File: src/rtl/dma_rf_pkg.sv
`timescale 1ns/1ps
package dma_rf_pkg;

   typedef enum logic [2:0] {
      CR_SRC = 3'd0,
      CR_DST = 3'd1,
      CR_NXT = 3'd2,
      CR_CTL = 3'd3,
      CR_CFG = 3'd4
   } chan_reg_e;

   typedef enum logic [3:0] {
      GO_TC_RAW  = 4'd0,
      GO_ERR_RAW = 4'd1,
      GO_TC_CLR  = 4'd2,
      GO_TC_MSK  = 4'd3,
      GO_ERR_CLR = 4'd4,
      GO_ERR_MSK = 4'd5,
      GO_MASKED  = 4'd6,
      GO_ENABLE  = 4'd7,
      GO_SYNC    = 4'd8,
      GO_SOFTREQ = 4'd9
   } glob_off_e;

   localparam logic [3:0] GO_LAST = 4'd9;
   localparam logic [2:0] CR_LAST = 3'd4;
   localparam int ERR_MASKED_LSB = 8;

   typedef struct packed {
      logic       valid;
      logic       is_chan;
      logic [2:0] chan;
      logic [2:0] creg;
      logic [3:0] goff;
   } dec_t;

endpackage

File: src/rtl/dma_rf_decode.sv
`timescale 1ns/1ps
module dma_rf_decode
   import dma_rf_pkg::*;
#(
   parameter int AW  = 12,
   parameter int NCH = 8
)(
   input  logic [AW-1:0] addr_i,
   output dec_t          dec_o
);
   localparam logic [3:0] NCH_L = 4'(NCH);

   logic hi_zero;
   logic unused_low;

   assign unused_low = ^addr_i[1:0];
   assign hi_zero    = (addr_i[AW-1:9] == '0);

   always_comb begin
      dec_o.is_chan = addr_i[8];
      dec_o.chan    = addr_i[7:5];
      dec_o.creg    = addr_i[4:2];
      dec_o.goff    = addr_i[5:2];
      if (addr_i[8]) begin
         dec_o.valid = hi_zero && ({1'b0, addr_i[7:5]} < NCH_L)
                       && (addr_i[4:2] <= CR_LAST);
      end else begin
         dec_o.valid = hi_zero && (addr_i[7:6] == 2'b00)
                       && (addr_i[5:2] <= GO_LAST);
      end
   end

endmodule

File: src/rtl/dma_rf_chan.sv
`timescale 1ns/1ps
module dma_rf_chan
   import dma_rf_pkg::*;
#(
   parameter int DW = 32
)(
   input  logic          clk_i,
   input  logic          rst_ni,
   input  logic          wr_en_i,
   input  chan_reg_e     sel_i,
   input  logic [DW-1:0] wdata_i,
   output logic [DW-1:0] src_o,
   output logic [DW-1:0] dst_o,
   output logic [DW-1:0] nxt_o,
   output logic [DW-1:0] ctl_o,
   output logic [DW-1:0] cfg_o,
   output logic          cfg_wr_o
);
   logic [DW-1:0] src_q, dst_q, nxt_q, ctl_q, cfg_q;

   always_ff @(posedge clk_i) begin
      if (!rst_ni) begin
         src_q <= '0;
         dst_q <= '0;
         nxt_q <= '0;
         ctl_q <= '0;
         cfg_q <= '0;
      end else if (wr_en_i) begin
         case (sel_i)
            CR_SRC:  src_q <= wdata_i;
            CR_DST:  dst_q <= wdata_i;
            CR_NXT:  nxt_q <= wdata_i;
            CR_CTL:  ctl_q <= wdata_i;
            CR_CFG:  cfg_q <= wdata_i;
            default: ;
         endcase
      end
   end

   assign src_o    = src_q;
   assign dst_o    = dst_q;
   assign nxt_o    = nxt_q;
   assign ctl_o    = ctl_q;
   assign cfg_o    = cfg_q;
   assign cfg_wr_o = wr_en_i && (sel_i == CR_CFG);

   AST_BANK_HOLD: assert property (@(posedge clk_i) disable iff (!rst_ni)
      !wr_en_i |=> $stable({src_q, dst_q, nxt_q, ctl_q, cfg_q}));

endmodule

File: src/rtl/dma_rf_irq.sv
`timescale 1ns/1ps
module dma_rf_irq #(
   parameter int NCH = 8
)(
   input  logic           clk_i,
   input  logic           rst_ni,
   input  logic [NCH-1:0] tc_evt_i,
   input  logic [NCH-1:0] err_evt_i,
   input  logic           tc_clr_i,
   input  logic           err_clr_i,
   input  logic           tc_msk_we_i,
   input  logic           err_msk_we_i,
   input  logic [NCH-1:0] bits_i,
   output logic [NCH-1:0] tc_stat_o,
   output logic [NCH-1:0] err_stat_o,
   output logic [NCH-1:0] tc_msk_o,
   output logic [NCH-1:0] err_msk_o,
   output logic           irq_tc_o,
   output logic           irq_err_o,
   output logic           irq_any_o
);
   logic [NCH-1:0] tc_q, err_q, tcm_q, errm_q;

   for (genvar b = 0; b < NCH; b++) begin : g_bit
      always_ff @(posedge clk_i) begin
         if (!rst_ni) begin
            tc_q[b]  <= 1'b0;
            err_q[b] <= 1'b0;
         end else begin
            tc_q[b]  <= tc_evt_i[b]  | (tc_q[b]  & ~(tc_clr_i  & bits_i[b]));
            err_q[b] <= err_evt_i[b] | (err_q[b] & ~(err_clr_i & bits_i[b]));
         end
      end
   end

   always_ff @(posedge clk_i) begin
      if (!rst_ni) begin
         tcm_q  <= '0;
         errm_q <= '0;
      end else begin
         if (tc_msk_we_i)  tcm_q  <= bits_i;
         if (err_msk_we_i) errm_q <= bits_i;
      end
   end

   assign tc_stat_o  = tc_q;
   assign err_stat_o = err_q;
   assign tc_msk_o   = tcm_q;
   assign err_msk_o  = errm_q;
   assign irq_tc_o   = |(tc_q & tcm_q);
   assign irq_err_o  = |(err_q & errm_q);
   assign irq_any_o  = irq_tc_o | irq_err_o;

   AST_SET_WINS: assert property (@(posedge clk_i) disable iff (!rst_ni)
      (tc_evt_i != '0) |=> ((tc_stat_o & $past(tc_evt_i)) == $past(tc_evt_i)));

   AST_CLEAR_TAKES: assert property (@(posedge clk_i) disable iff (!rst_ni)
      tc_clr_i |=> ((tc_stat_o & $past(bits_i & ~tc_evt_i)) == '0));

   AST_ERR_IRQ_CAUSE: assert property (@(posedge clk_i) disable iff (!rst_ni)
      $rose(irq_err_o) |-> $past((err_evt_i != '0) || err_msk_we_i));

endmodule

File: src/rtl/dma_regfront.sv
`timescale 1ns/1ps
module dma_regfront
   import dma_rf_pkg::*;
#(
   parameter int NCH = 8,
   parameter int DW  = 32,
   parameter int AW  = 12
)(
   input  logic             clk_i,
   input  logic             rst_ni,
   input  logic             req_valid_i,
   input  logic             req_write_i,
   input  logic [AW-1:0]    req_addr_i,
   input  logic [DW-1:0]    req_wdata_i,
   input  logic [NCH-1:0]   tc_evt_i,
   input  logic [NCH-1:0]   err_evt_i,
   output logic             rsp_valid_o,
   output logic [DW-1:0]    rsp_data_o,
   output logic             acc_err_o,
   output logic             run_req_o,
   output logic [NCH*DW-1:0] ch_src_o,
   output logic [NCH*DW-1:0] ch_dst_o,
   output logic [NCH*DW-1:0] ch_nxt_o,
   output logic [NCH*DW-1:0] ch_ctl_o,
   output logic [NCH*DW-1:0] ch_cfg_o,
   output logic             irq_tc_o,
   output logic             irq_err_o,
   output logic             irq_any_o
);
   localparam int EN_W = 3;

   if (NCH < 1 || NCH > 8) begin : g_bad_nch
      $error("dma_regfront: NCH must be 1..8");
   end
   if (DW < 16) begin : g_bad_dw
      $error("dma_regfront: DW must be at least 16");
   end
   if (AW < 10) begin : g_bad_aw
      $error("dma_regfront: AW must be at least 10");
   end

   dec_t dec;
   logic wr_ok, rd_ok;
   logic [NCH-1:0] ch_we, cfg_wr;
   logic [DW-1:0] src_a [NCH];
   logic [DW-1:0] dst_a [NCH];
   logic [DW-1:0] nxt_a [NCH];
   logic [DW-1:0] ctl_a [NCH];
   logic [DW-1:0] cfg_a [NCH];
   logic [NCH-1:0] tc_stat, err_stat, tc_msk, err_msk;
   logic [EN_W-1:0] enable_q;
   logic [NCH-1:0] sync_q, sreq_q;
   logic g_we_tc_clr, g_we_err_clr, g_we_tc_msk, g_we_err_msk;
   logic g_we_en, g_we_sync, g_we_sreq;
   logic [DW-1:0] rd_mux;
   logic rsp_valid_q, acc_err_q, run_req_q;
   logic [DW-1:0] rsp_data_q;

   dma_rf_decode #(.AW(AW), .NCH(NCH)) u_dec (
      .addr_i (req_addr_i),
      .dec_o  (dec)
   );

   assign wr_ok = req_valid_i && req_write_i && dec.valid;
   assign rd_ok = req_valid_i && !req_write_i && dec.valid;

   for (genvar c = 0; c < NCH; c++) begin : g_ch
      assign ch_we[c] = wr_ok && dec.is_chan && (dec.chan == 3'(c));

      dma_rf_chan #(.DW(DW)) u_chan (
         .clk_i    (clk_i),
         .rst_ni   (rst_ni),
         .wr_en_i  (ch_we[c]),
         .sel_i    (chan_reg_e'(dec.creg)),
         .wdata_i  (req_wdata_i),
         .src_o    (src_a[c]),
         .dst_o    (dst_a[c]),
         .nxt_o    (nxt_a[c]),
         .ctl_o    (ctl_a[c]),
         .cfg_o    (cfg_a[c]),
         .cfg_wr_o (cfg_wr[c])
      );

      assign ch_src_o[c*DW +: DW] = src_a[c];
      assign ch_dst_o[c*DW +: DW] = dst_a[c];
      assign ch_nxt_o[c*DW +: DW] = nxt_a[c];
      assign ch_ctl_o[c*DW +: DW] = ctl_a[c];
      assign ch_cfg_o[c*DW +: DW] = cfg_a[c];
   end

   assign g_we_tc_clr  = wr_ok && !dec.is_chan && (dec.goff == GO_TC_CLR);
   assign g_we_err_clr = wr_ok && !dec.is_chan && (dec.goff == GO_ERR_CLR);
   assign g_we_tc_msk  = wr_ok && !dec.is_chan && (dec.goff == GO_TC_MSK);
   assign g_we_err_msk = wr_ok && !dec.is_chan && (dec.goff == GO_ERR_MSK);
   assign g_we_en      = wr_ok && !dec.is_chan && (dec.goff == GO_ENABLE);
   assign g_we_sync    = wr_ok && !dec.is_chan && (dec.goff == GO_SYNC);
   assign g_we_sreq    = wr_ok && !dec.is_chan && (dec.goff == GO_SOFTREQ);

   dma_rf_irq #(.NCH(NCH)) u_irq (
      .clk_i        (clk_i),
      .rst_ni       (rst_ni),
      .tc_evt_i     (tc_evt_i),
      .err_evt_i    (err_evt_i),
      .tc_clr_i     (g_we_tc_clr),
      .err_clr_i    (g_we_err_clr),
      .tc_msk_we_i  (g_we_tc_msk),
      .err_msk_we_i (g_we_err_msk),
      .bits_i       (req_wdata_i[NCH-1:0]),
      .tc_stat_o    (tc_stat),
      .err_stat_o   (err_stat),
      .tc_msk_o     (tc_msk),
      .err_msk_o    (err_msk),
      .irq_tc_o     (irq_tc_o),
      .irq_err_o    (irq_err_o),
      .irq_any_o    (irq_any_o)
   );

   always_ff @(posedge clk_i) begin
      if (!rst_ni) begin
         enable_q <= '0;
         sync_q   <= '0;
         sreq_q   <= '0;
      end else begin
         if (g_we_en)   enable_q <= req_wdata_i[EN_W-1:0];
         if (g_we_sync) sync_q   <= req_wdata_i[NCH-1:0];
         if (g_we_sreq) sreq_q   <= req_wdata_i[NCH-1:0];
      end
   end

   always_comb begin
      rd_mux = '0;
      if (dec.valid) begin
         if (dec.is_chan) begin
            for (int c = 0; c < NCH; c++) begin
               if (dec.chan == 3'(c)) begin
                  case (chan_reg_e'(dec.creg))
                     CR_SRC:  rd_mux = src_a[c];
                     CR_DST:  rd_mux = dst_a[c];
                     CR_NXT:  rd_mux = nxt_a[c];
                     CR_CTL:  rd_mux = ctl_a[c];
                     CR_CFG:  rd_mux = cfg_a[c];
                     default: rd_mux = '0;
                  endcase
               end
            end
         end else begin
            case (glob_off_e'(dec.goff))
               GO_TC_RAW:  rd_mux[NCH-1:0] = tc_stat;
               GO_ERR_RAW: rd_mux[NCH-1:0] = err_stat;
               GO_TC_MSK:  rd_mux[NCH-1:0] = tc_msk;
               GO_ERR_MSK: rd_mux[NCH-1:0] = err_msk;
               GO_MASKED: begin
                  rd_mux[NCH-1:0] = tc_stat & tc_msk;
                  rd_mux[ERR_MASKED_LSB +: NCH] = err_stat & err_msk;
               end
               GO_ENABLE:  rd_mux[EN_W-1:0] = enable_q;
               GO_SYNC:    rd_mux[NCH-1:0] = sync_q;
               GO_SOFTREQ: rd_mux[NCH-1:0] = sreq_q;
               default:    rd_mux = '0;
            endcase
         end
      end
   end

   always_ff @(posedge clk_i) begin
      if (!rst_ni) begin
         rsp_valid_q <= 1'b0;
         rsp_data_q  <= '0;
         acc_err_q   <= 1'b0;
         run_req_q   <= 1'b0;
      end else begin
         rsp_valid_q <= req_valid_i && !req_write_i;
         rsp_data_q  <= rd_ok ? rd_mux : '0;
         acc_err_q   <= req_valid_i && !dec.valid;
         run_req_q   <= |cfg_wr;
      end
   end

   assign rsp_valid_o = rsp_valid_q;
   assign rsp_data_o  = rsp_data_q;
   assign acc_err_o   = acc_err_q;
   assign run_req_o   = run_req_q;

   AST_BAD_IS_QUIET: assert property (@(posedge clk_i) disable iff (!rst_ni)
      acc_err_o |-> (!run_req_o && (rsp_data_o == '0)));

   AST_RUN_FROM_WRITE: assert property (@(posedge clk_i) disable iff (!rst_ni)
      run_req_o |-> $past(req_valid_i && req_write_i));

   AST_ERR_ONE_CYCLE: assert property (@(posedge clk_i) disable iff (!rst_ni)
      (acc_err_o && !$past(req_valid_i, 1)) |-> 1'b0);

endmodule

File: config.mk
export PLATFORM = sky130hd
export DESIGN_NAME = dma_regfront
export DESIGN_NICKNAME = d
export VERILOG_FILES = /design/src/rtl/dma_rf_pkg.sv /design/src/rtl/dma_rf_decode.sv /design/src/rtl/dma_rf_chan.sv /design/src/rtl/dma_rf_irq.sv /design/src/rtl/dma_regfront.sv
export SDC_FILE = /design/constraint.sdc
export NUM_CORES = 2
export LEC_CHECK = 0
export BUFFER_PORTS_ARGS = -buffer_cell sky130_fd_sc_hd__buf_2
export CAP_MARGIN = 10
export CORE_AREA = 5 5 542 544
export CTS_CLUSTER_DIAMETER = 80
export DETAILED_ROUTE_END_ITERATION = 8
export DIE_AREA = 0 0 547 549
export HOLD_SLACK_MARGIN = 0.1
export PLACE_DENSITY = 0.48
export SLEW_MARGIN = 10
export SYNTH_ARGS = -nofsm -noshare
export SYNTH_HDL_FRONTEND = slang
export SYNTH_SLANG_ARGS = --single-unit
File: constraint.sdc
create_clock -name clk_i -period 3.9 [get_ports clk_i]
set_input_delay 0.78 -clock clk_i [delete_from_list [all_inputs] [get_ports clk_i]]
set_output_delay 0.78 -clock clk_i [all_outputs]
set_load 0.02 [all_outputs]
-- Yosys cells after proc, flatten, opt, wreduce, memory -nomap -nowiden
Cells that the tools add are included.
- flip-flop bits (word level): 1366
- input port bits: 64
- output and inout bits: 1318
- word-level logic and storage cells: 262
- order comparisons: 2
- equal/unequal tests: 20
- muxes and demuxes: 21
- bitwise gates (word level): 67
- reductions and logical operators: 86
- operator list (kind ; number):
    $pmux 32 s5 ; 8
    $mux 32 ; 8
    $reduce_and 2->1 ; 40
    $pmux 5 s7 ; 1
    $logic_and 1x1->1 ; 33
    $and 1x1->1 ; 32
    $pmux 3 s8 ; 1
    $reduce_or 8->1 ; 3
    $or 1x1->1 ; 17
    $and 8x8->8 ; 2
    $eq 4x3->1 const B ; 4
    $mux 16 ; 1
    $not 1->1 ; 16
    $eq 3x3->1 const B ; 5
    $eq 3x2->1 const B ; 4
    $logic_not 3->1 ; 3
    $eq 4x2->1 const B ; 2
    $eq 4x4->1 const B ; 2
    $mux 8 ; 1
    $eq 3x1->1 const B ; 2
    $eq 4x1->1 const B ; 1
    $le 4x4->1 const B ; 1
    $logic_not 4->1 ; 1
    $reduce_and 4->1 ; 1
    other kinds (5) ; 7

-- Longest topological paths before layout
- depth in word-level cells: 11
- gate-level depth with buffers: 11
- mapped depth without buffers: 6

-- Hierarchy
From an unflattened synthesis, not the netlist that was laid out.
- cell total of the unflattened synthesis: 6424
- area total of the unflattened synthesis: 61654.1 um^2
- modules (own cells, without submodules) (module ; times used ; cells an instance ; area an instance (um^2)):
    dma_rf_chan ; 8 ; 557 ; 5818.1
    dma_regfront ; 1 ; 1822 ; 13725.7
    dma_rf_irq ; 1 ; 130 ; 1261.2
    dma_rf_decode ; 1 ; 16 ; 122.6

-- Least setup slack after synthesis
Ideal clock, no wire load.
- path kind: input port to flip-flop
- start: in req_addr_i[10]
- end: reg g_ch[0].u_chan.ctl_q[11]
- setup time: 0.122 ns
- arrival: 2.575 ns
- data required time: 3.778 ns
- slack: 1.203 ns
- stages: 10
- buffers on the path: 4
- cells stage by stage: or3_1 -> buf_2 -> or3_1 -> buf_6 -> buf_6 -> nor2_4 -> nand2_1 -> buf_6 -> nand2_1 -> a21boi_0
- longest elaborated chain between the ends: 8
- RTL lines (what ; RTL line ; source):
    from (decl) ; dma_regfront.sv:13 ; input logic [AW-1:0] req_addr_i,
    $logic_not 3->1 (*) ; dma_rf_decode.sv:17 ; assign hi_zero = (addr_i[AW-1:9] == '0);
    $logic_and 1x1->1 ; dma_rf_decode.sv:28 ; dec_o.valid = hi_zero && (addr_i[7:6] == 2'b00)
    $logic_and 1x1->1 ; dma_rf_decode.sv:29 ; && (addr_i[5:2] <= GO_LAST);
    $mux 1 (*) ; dma_rf_decode.sv:24 ; if (addr_i[8]) begin
    $logic_and 1x1->1 (*) ; dma_regfront.sv:64 ; assign wr_ok = req_valid_i && req_write_i && dec.valid;
    $logic_and 1x1->1 (*) (2 in series) ; dma_regfront.sv:68 ; assign ch_we[c] = wr_ok && dec.is_chan && (dec.chan == 3'(c));
    $reduce_and 2->1 (no source line) (*) ; - ;
    to (signal assigned) ; dma_rf_chan.sv:33 ; CR_CTL: ctl_q <= wdata_i;
    to (decl) ; dma_rf_chan.sv:19 ; logic [DW-1:0] src_q, dst_q, nxt_q, ctl_q, cfg_q;
Mark *: on every way between the ends. The rest lies on a longest branch, timed or not.
A chain may end at the register's enable or synchronous reset.

-- Final worst setup path
- start: reg u_irq.err_q[7] (netlist: u_irq.err_stat_o[7])
- end: out irq_any_o
- longest elaborated chain between the ends: 3
- RTL lines (what ; RTL line ; source):
    from (decl) ; dma_rf_irq.sv:22 ; logic [NCH-1:0] tc_q, err_q, tcm_q, errm_q;
    from (signal, indexed assignment) ; dma_rf_irq.sv:31 ; err_q[b] <= err_evt_i[b] | (err_q[b] & ~(err_clr_i & bits_i[b]));
    $and 8x8->8 ; dma_rf_irq.sv:51 ; assign irq_err_o = |(err_q & errm_q);
    $reduce_or 8->1 ; dma_rf_irq.sv:51 ;
    $or 1x1->1 ; dma_rf_irq.sv:52 ; assign irq_any_o = irq_tc_o | irq_err_o;
    to (decl) ; dma_regfront.sv:28 ; output logic irq_any_o
No other way between the ends.

==> metrics.yaml <==
yosysMostFrequentCell: "nand2_1"
synth_cell_types: 78
synth_area_leaders: "dfxtp_1 44%, nand2_1 16%, a21boi_0 9.4%, a21boi_1 6.1%, mux2i_1 3.5%"
ant_nets: 0
setup_slack_ps: 440
critPathLaunchType: "register"
grt_max_degree: 257
vias: 67899
vdd_drop_max_uv: 319
root_buffer: "clkbuf_16"
p_leak_nw: 31.7
max_slew_margin_pct: -1.29
place_area_sq_mm: 0.0758
final_area_sq_mm: 0.0820
crit_type: "reg -> out"
setup_viol: 0
critPathRequiredTime_ps: 3120
critPathMaxStageDelay_ps: 440
grt_first_pass_wirelength_mm: 633
final.period_utilization_pct: 88.7
die_y_um: 549
dieArea_sq_mm: 0.300
synth_nets: 7746
worstPathMaxFanout: 4
r2r-end: "rsp_data_o[7]$_SDFF_PN0_"
ys_seq_area_share_pct: 43.6
antenna_found_initial: 50
async_reset_ff_share_pct: 0
drv_slew: 29
die_w_um: 547
hold_path_end: "u_irq.tc_stat_o[3]$_SDFF_PN0_"
netlist_area_sq_mm: 0.0627
timing.fmax_mhz: 289
fin_skew_ps: 52.1
cts_sinks: 1366
cts_max_level: 4
rows: 198
synth_edf_count: 0
layout-drive-gt1-share_pct: 25.9
design.core.area_sq_mm: 0.289
first_global_vias: 63655
clock_latency_ps: 870
synth_top_area_share_pct: 43.6
gr-total-overflow: 0
startpoint: "u_irq.err_stat_o[7]$_SDFF_PN0_"
worstMarginPinSlew_ps: 1520
cpMaxStageDelayCell: "or2_2"
fin_setup_tns_ps: 0
synth-seq-cells: 1366
dp_hpwl_mm: 357
num-fill-cells: 30866
power_density_mw_per_mm2: 418
cp.arrival_ps: 2680
syn_inst: 7682
totalWireLength_mm: 489
path_buf_inv: 1
cts_hold_buf: 8
final_util_pct: 28.4
reg2reg_slack_ps: 970
fin_nets: 8983
clk_pin_slew_ps: 50
yosysWarnings: 0
drtIter0Drc: 9068
rsz0062_at_grt: "no"
end_kind: "output port"
postCtsResizedCells: 0
cp_cell_sequence: "a22o_1 > a221oi_1 > nand4_1 > or2_2 > buf_2"
power.total_w: 0.0342
violations: "max-slew violations"
hp-class: "in -> reg"
postCtsSetupBuffers: 0
reg2reg_from: "g_ch[3].u_chan.src_o[7]$_SDFFE_PN0P_"
dr.pass1.iters: 6
hold_viol: 0
numCtsBuffers: 179
viasPerCell: 5.28
cpLargestDelayFamily: "simple AND/OR/NAND/NOR gates"
cts_tree: "yes"
start_util_pct: 21.7
cap_violations: 0
fin_crit_ps: 3460
track_usage_pct: 30.9
area_growth_pct: 30.9
status: "finished, violations left"
cts_buffer_depth: 4
hold_start: "tc_evt_i[3]"
r2r_cells: 6
place_congestion: 0.926
avgRoutedWirePerCell_um: 38.0
io_pins: 1382
io_buffers: 1379
synth-main-ff-cell: "dfxtp_1"
post-place-ws_ps: -542
netlist.top_cell.by_area: "dfxtp_1"
holdPathStages: 2
postSynthAreaPerCell_sq_um: 8.16
synth_common_cells: "2681 x nand2_1, 1366 x dfxtp_1, 788 x a21boi_0, 509 x a21boi_1, 362 x clkbuf_1"
post-route-drc-count: 0
[worst max-delay path by stage]
| stage | endpoint | cells past startpoint | slack [ps] |
|---|---|---|---|
| 2_1_floorplan | g_ch[0].u_chan.ctl_o[11]$_SDFFE_PN0P_ | 10 | 1200 |
| 3_3_place_gp | rsp_data_o[7]$_SDFF_PN0_ | 9 | -540 |
| 3_5_place_dp | rsp_data_o[7]$_SDFF_PN0_ | 9 | -540 |
| 4_1_cts | irq_any_o | 5 | 360 |
| 5_1_grt | irq_any_o | 6 | 330 |
| 6_report | irq_any_o | 5 | 440 |
[per-stage QoR]
step | cells | hold WS [ps]
finish | 12871 | 191
global route | 12858 | 149
CTS | 12856 | 125
floorplan | 7682 | 477
detailed placement | 12530 | 458
global placement | 12530 | 452
[power breakdown]
group          internal (W)  switching [W]  total, W
registers            0.0140      0.0000256    0.0140
clock network        0.0104        0.00726    0.0176
logic              0.000662        0.00197   0.00263
[cell type report]
type	instances	area (sq um)	share of cell area (%)
tap	3800	4750	5.80
antenna	15	37.5	0.0458
inverter	8	40.0	0.0488
clock inverter	72	960	1.17
clock buffer	246	5150	6.28
timing repair buffer	1821	11600	14.1
sequential	1366	27300	33.3
multi-input combinational	5543	32200	39.2
[kinds of logic (layout without fill, tap and decap cells)]
group | count (synthesis) | in the layout | synth area share (%)
mux | 317 | 317 | 5.49
simple gates | 2994 | 2994 | 19.0
other cells | 0 | 15 | 0
buf+inv | 773 | 2147 | 5.85
flops | 1366 | 1366 | 43.6
compound gates | 2232 | 2232 | 26.0
[routing by layer]
layer  vias to the layer above  track usage [%]  wire [um]
met1                     33817             38.2     192000
met4                        20             15.4      28900
met5                         -                0        143
met3                       869             9.94      52500
li1                      28698                -          -
met2                      4495             48.1     215000
[registers in the layout, summed over array words and instances, names as in the netlist]
name / flops
sreq_q: 8
g_ch.u_chan.nxt_o: 256
g_ch.u_chan.dst_o: 256
run_req_o: 1
u_irq.tc_msk_o: 8
g_ch.u_chan.ctl_o: 256
enable_q: 3
u_irq.err_msk_o: 8
rsp_data_o: 32
u_irq.tc_stat_o: 8
acc_err_o: 1
g_ch.u_chan.src_o: 256
u_irq.err_stat_o: 8
g_ch.u_chan.cfg_o: 256
sync_q: 8
rsp_valid_o: 1
[cells in the final DEF, fill, tap and decap left out, types with 98 or more instances in the layout]
cell type	n
a21boi_0	788
a21boi_1	509
a21oi_1	163
a22oi_1	264
buf_2	1343
buf_4	369
clkbuf_16	182
dfxtp_1	1366
mux2i_1	221
nand2_1	2642
nor2_1	119
o21ai_0	98
o22ai_1	109
Power figures use the tool's default switching activity.
